===== src/rtl/seg_xlate_pkg.sv =====
package seg_xlate_pkg;
  localparam int ADDR_W_DEF = 32;

  typedef enum logic [1:0] {
    SEL_BASE = 2'd0,
    SEL_LOW  = 2'd1,
    SEL_HIGH = 2'd2,
    SEL_NONE = 2'd3
  } desc_sel_e;

  localparam int NUM_FIELDS = 3;
endpackage


===== src/rtl/seg_desc_regs.sv =====
module seg_desc_regs
  import seg_xlate_pkg::*;
#(
  parameter int AW = ADDR_W_DEF
) (
  input  logic          clk,
  input  logic          rst_n,
  input  logic          we,
  input  logic [1:0]    sel,
  input  logic [AW-1:0] wdata,
  output logic [AW-1:0] base_o,
  output logic [AW-1:0] low_o,
  output logic [AW-1:0] high_o
);
  logic [AW-1:0] field_q [NUM_FIELDS];

  for (genvar i = 0; i < NUM_FIELDS; i++) begin : g_field
    localparam logic [AW-1:0] RST_VAL = (i == int'(SEL_HIGH)) ? '1 : '0;
    always_ff @(posedge clk) begin
      if (!rst_n) begin
        field_q[i] <= RST_VAL;
      end else if (we && (sel == 2'(i))) begin
        field_q[i] <= wdata;
      end
    end
  end

  assign base_o = field_q[int'(SEL_BASE)];
  assign low_o  = field_q[int'(SEL_LOW)];
  assign high_o = field_q[int'(SEL_HIGH)];
endmodule


===== src/rtl/seg_xlate_core.sv =====
module seg_xlate_core
  import seg_xlate_pkg::*;
#(
  parameter int AW = ADDR_W_DEF
) (
  input  logic [AW-1:0] laddr,
  input  logic [AW-1:0] base,
  input  logic [AW-1:0] low,
  input  logic [AW-1:0] high,
  output logic [AW-1:0] sum,
  output logic          carry,
  output logic          below,
  output logic          above,
  output logic          err
);
  function automatic logic [AW:0] add_wide(input logic [AW-1:0] a, input logic [AW-1:0] b);
    return {1'b0, a} + {1'b0, b};
  endfunction

  function automatic logic outside(input logic [AW-1:0] v, input logic [AW-1:0] lo,
                                   input logic [AW-1:0] hi);
    return (v < lo) || (v > hi);
  endfunction

  logic [AW:0] wide;

  always_comb begin
    wide  = add_wide(laddr, base);
    sum   = wide[AW-1:0];
    carry = wide[AW];
    below = sum < low;
    above = sum > high;
    err   = carry || outside(sum, low, high);
  end
endmodule


===== src/rtl/seg_resp_reg.sv =====
module seg_resp_reg
  import seg_xlate_pkg::*;
#(
  parameter int AW = ADDR_W_DEF
) (
  input  logic          clk,
  input  logic          rst_n,
  input  logic          req_valid,
  input  logic [AW-1:0] sum,
  input  logic          err,
  output logic          resp_valid,
  output logic [AW-1:0] phys_addr,
  output logic          range_err
);
  always_ff @(posedge clk) begin
    if (!rst_n) begin
      resp_valid <= 1'b0;
      phys_addr  <= '0;
      range_err  <= 1'b0;
    end else begin
      resp_valid <= req_valid;
      range_err  <= req_valid && err;
      phys_addr  <= (req_valid && !err) ? sum : '0;
    end
  end
endmodule


===== src/rtl/seg_xlate.sv =====
module seg_xlate
  import seg_xlate_pkg::*;
#(
  parameter int AW = ADDR_W_DEF
) (
  input  logic          clk,
  input  logic          rst_n,
  input  logic          cfg_we,
  input  logic [1:0]    cfg_sel,
  input  logic [AW-1:0] cfg_wdata,
  input  logic          req_valid,
  input  logic [AW-1:0] req_laddr,
  output logic          resp_valid,
  output logic [AW-1:0] phys_addr,
  output logic          range_err
);
  logic [AW-1:0] base_w, low_w, high_w, sum_w;
  logic          carry_w, below_w, above_w, err_w;

  seg_desc_regs #(.AW(AW)) u_desc (
    .clk    (clk),
    .rst_n  (rst_n),
    .we     (cfg_we),
    .sel    (cfg_sel),
    .wdata  (cfg_wdata),
    .base_o (base_w),
    .low_o  (low_w),
    .high_o (high_w)
  );

  seg_xlate_core #(.AW(AW)) u_core (
    .laddr (req_laddr),
    .base  (base_w),
    .low   (low_w),
    .high  (high_w),
    .sum   (sum_w),
    .carry (carry_w),
    .below (below_w),
    .above (above_w),
    .err   (err_w)
  );

  seg_resp_reg #(.AW(AW)) u_resp (
    .clk        (clk),
    .rst_n      (rst_n),
    .req_valid  (req_valid),
    .sum        (sum_w),
    .err        (err_w),
    .resp_valid (resp_valid),
    .phys_addr  (phys_addr),
    .range_err  (range_err)
  );
endmodule


===== config.mk =====
export PLATFORM = sky130hd
export DESIGN_NAME = seg_xlate
export DESIGN_NICKNAME = d
export VERILOG_FILES = /design/src/rtl/seg_xlate_pkg.sv /design/src/rtl/seg_desc_regs.sv /design/src/rtl/seg_xlate_core.sv /design/src/rtl/seg_resp_reg.sv /design/src/rtl/seg_xlate.sv
export SDC_FILE = /design/constraint.sdc
export NUM_CORES = 1
export LEC_CHECK = 0
export ABC_CLOCK_PERIOD_IN_PS = 5000
export BUFFER_PORTS_ARGS = -buffer_cell sky130_fd_sc_hd__buf_2
export CORE_UTILIZATION = 35
export CTS_BUF_LIST = sky130_fd_sc_hd__clkbuf_8
export CTS_CLUSTER_SIZE = 25
export DETAILED_ROUTE_END_ITERATION = 7
export MAX_ROUTING_LAYER = met4
export SLEW_MARGIN = 30
export SYNTH_ARGS = -nofsm -noshare
export SYNTH_HDL_FRONTEND = slang
export SYNTH_SLANG_ARGS = --single-unit

===== constraint.sdc =====
create_clock -name clk -period 5 [get_ports clk]
set_clock_uncertainty 0.15 [all_clocks]
set_input_delay 0.75 -clock clk [delete_from_list [all_inputs] [get_ports clk]]
set_output_delay 0.75 -clock clk [all_outputs]
set_load 0.005 [all_outputs]

==> impl_metrics.py <==
metrics = {
    "status": {
        "status": "finished with violations",
        "violations": "design-rule violations",
    },
    "yosys": {
        "synth_warnings": 0,
        "ys_types": 66,
        "synthMuxAreaShare_pct": 0,
        "avgSynthCellArea_sq_um": 10.2,
        "synthesis.area_sq_um": 7960,
        "yosys.area_share.adder_pct": 15.2,
        "synth.area.top_cells": "edfxtp_1 36%, ha_1 15%, dfxtp_1 8.6%, and2_1 5.3%, inv_1 5.0%",
        "synthXorXnorAreaFrac_pct": 3.08,
        "synthDominantCellAreaShare_pct": 36.2,
        "synth_most_common_cell": "inv_1",
        "synth_edf_count": 96,
        "synth-simple-area-share_pct": 17.3,
        "synth_top_family_by_area": "simple AND/OR/NAND/NOR gates",
        "synth_fp_nets": 949,
        "synth_area_leader_cell": "edfxtp_1",
        "seq_area_frac_synth_pct": 44.8,
        "ys_ff_latch": 130,
        "synthTopCellsByCount": "105 x inv_1, 96 x edfxtp_1, 95 x ha_1, 67 x and2_1",
        "synthCells": 783,
        "synthArstFlopShare_pct": 0,
        "ys.flop_type": "edfxtp_1",
        "synth-compound-area-share_pct": 13.4,
    },
    "clock_tree": {
        "tritoncts": "yes",
        "clkTransAtPathRegs_ps": 80,
        "htreeDepth": 4,
        "numClockSinks": 130,
        "clkLatencyLatePin_ps": 460,
        "holdBufCountCts": 0,
        "cts_made_buffers": 17,
        "clock-root-buffer": "clkbuf_8",
        "post-cts-setup-buffers": 0,
        "cts-resized-gates": 0,
        "cts_buffer_depth": 2,
    },
    "cells_and_area": {
        "layout-drive-gt1-share_pct": 24.4,
        "nets": 1088,
        "area_delta_synth_final_pct": 18.6,
        "fin_area_sq_um": 9440,
        "fin_util_pct": 42.7,
        "num-fill-cells": 2131,
        "final_cells": 1216,
    },
    "route": {
        "vias": 5993,
        "drc": 6,
        "first_iter_violations": 345,
        "routed_wl_mm": 20.4,
        "postRouteAntennaNets": 0,
        "drt-pass1-iter-count": 8,
        "routedWlPerCell_um": 16.8,
        "viasPerCell": 4.93,
    },
    "timing": {
        "relSlewSlack_pct": 66.8,
        "fin_crit_sh_pct": 92.3,
        "fmax_mhz": 217,
        "finalSetupTns_ps": 0,
        "finalHoldViolCount": 0,
        "setup_viol_count_final": 0,
        "grt_setup_unrepaired": "false",
        "tightest_slew_ps": 498,
        "hold_ws_ps": 420,
        "slew_violations": 0,
        "layout_min_cycle_time_ps": 4620,
    },
    "floorplan": {
        "die_h_um": 153,
        "die_x_um": 153,
        "initial_core_util_pct": 36.0,
        "io-pin-count": 104,
        "dieArea_sq_um": 23400,
        "core_sq_um": 22100,
        "rows": 54,
    },
    "critical_path": {
        "r2r_end": "u_resp.phys_addr[20]$_SDFF_PN0_",
        "crit_path_end_kind": "register",
        "critPathKind": "input port to register",
        "ff2ff_setup_slack_ps": 390,
        "setup.worst_path.start_class": "input port",
        "rr_worst_depth": 19,
        "setup.worst_path.end": "u_resp.phys_addr[20]$_SDFF_PN0_",
        "cp_max_fo": 11,
        "timing.rr.start": "u_desc.field_q[0][16]$_SDFFCE_PN0P_",
        "required_ps": 5200,
        "crit_path_start": "req_laddr[14]",
        "cp.arrival_ps": 4810,
    },
    "global_routing": {
        "grt_pass1_vias": 5985,
        "antenna_found_initial": 1,
        "grt-ovfl-total": 0,
        "grt_max_degree": 33,
        "grt_pass1_wl_mm": 31.9,
        "grt.total_usage_pct": 18.6,
    },
    "placement": {
        "place_inst": 1182,
        "place_hpwl_mm": 15.6,
        "globalplace.congestion": 0.890,
        "place_area_sq_um": 8990,
        "port-buffer-count": 103,
    },
    "power_and_ir_drop": {
        "p_per_area_nw_per_um2": 333,
        "leakage_nw": 4.38,
        "peakVddDrop_v": 0.000154,
    },
    "min_path": {
        "hp-class": "input port to register",
        "holdPathStages": 2,
    },
    "flow_run": {
        "max_cap_violations": 0,
    },
}
-- cell type report --
cell class / count / area (sq um) / area share, %
Sequential cell: 130 / 3560 / 37.8
Timing Repair Buffer: 138 / 798 / 8.46
Inverter: 105 / 394 / 4.18
Multi-Input combinational cell: 530 / 3920 / 41.5
Tap cell: 280 / 350 / 3.71
Antenna cell: 1 / 2.50 / 0.0265
Clock inverter: 15 / 179 / 1.90
Clock buffer: 17 / 234 / 2.48
-- worst max-delay path, cell delays in order --
cell and delay [ps]:
buf_2 100, ha_1 290, a21o_1 200, a2111oi_1 450
buf_4 180, o21ai_0 130, nand2b_2 270, a41oi_2 240
xor2_1 230, inv_1 90, ha_1 300, a21o_1 180
a21o_1 170, a221oi_1 270, o21ai_1 170, o221ai_1 260
nor2_1 130, nand4_4 120, buf_4 210, nor2b_1 60
-- worst min path at each step --
stage / slack [ps] / startpoint / endpoint
floorplan: 440 / u_desc.field_q[0][0]$_SDFFCE_PN0P_ / u_resp.phys_addr[0]$_SDFF_PN0_
global placement: 540 / u_desc.field_q[0][0]$_SDFFCE_PN0P_ / u_resp.phys_addr[0]$_SDFF_PN0_
detailed placement: 550 / u_desc.field_q[0][0]$_SDFFCE_PN0P_ / u_resp.phys_addr[0]$_SDFF_PN0_
CTS: 400 / cfg_wdata[27] / u_desc.field_q[2][27]$_SDFFCE_PN1P_
global route: 400 / cfg_wdata[25] / u_desc.field_q[2][25]$_SDFFCE_PN1P_
finish: 420 / cfg_wdata[27] / u_desc.field_q[2][27]$_SDFFCE_PN1P_
-- sequential cells by signal (all words and copies together), names as in the netlist --
| signal | cells |
|---|---|
| u_resp.resp_valid | 1 |
| u_resp.phys_addr | 32 |
| u_resp.range_err | 1 |
| u_desc.field_q | 96 |
-- report_power, final --
part | leakage, nW | internal [mW] | switching [mW] | total, mW
logic | 2.96 | 0.386 | 0.542 | 0.928
registers | 1.22 | 1.23 | 0.0241 | 1.26
clock network | 0.203 | 0.497 | 0.463 | 0.960
total | 4.38 | 2.11 | 1.03 | 3.14
-- layer usage --
metal  routed length (um)  vias up  share of wire (%)  GRT usage, %
met1                 9410     2806                 46          23.0
li1                     -     3003                  -             -
met3                  859       39                4.2          3.49
met4                  644        0                3.2          8.42
met5                    0        -                  0             -
met2                 9470      145                 46          29.4
-- logic make-up (layout without fill, tap and decap cells) --
group	count (synthesis)	count (layout)
other cells	0	1
flops	130	130
simple gates	251	251
buf+inv	123	275
xor+xnor	28	28
fa+ha+maj	96	96
compound gates	155	155
-- cell usage in the layout (no fill, tap or decap), types with 17 or more instances in the layout --
cell	n
inv_1	105
buf_2	103
edfxtp_1	96
ha_1	95
and2_1	67
a21oi_1	46
nor2_1	46
nand2_1	35
buf_4	34
dfxtp_1	34
or2_2	33
o21ai_0	21
a21o_1	20
clkbuf_8	17
-- through the flow --
step	worst slack, ps	total power [mW]
2_1_floorplan	532	1.88
3_3_place_gp	-82.3	2.19
3_5_place_dp	-197	2.20
4_1_cts	201	3.16
5_1_grt	15.4	3.33
6_report	383	3.14
(Power assumes the default switching activity.)
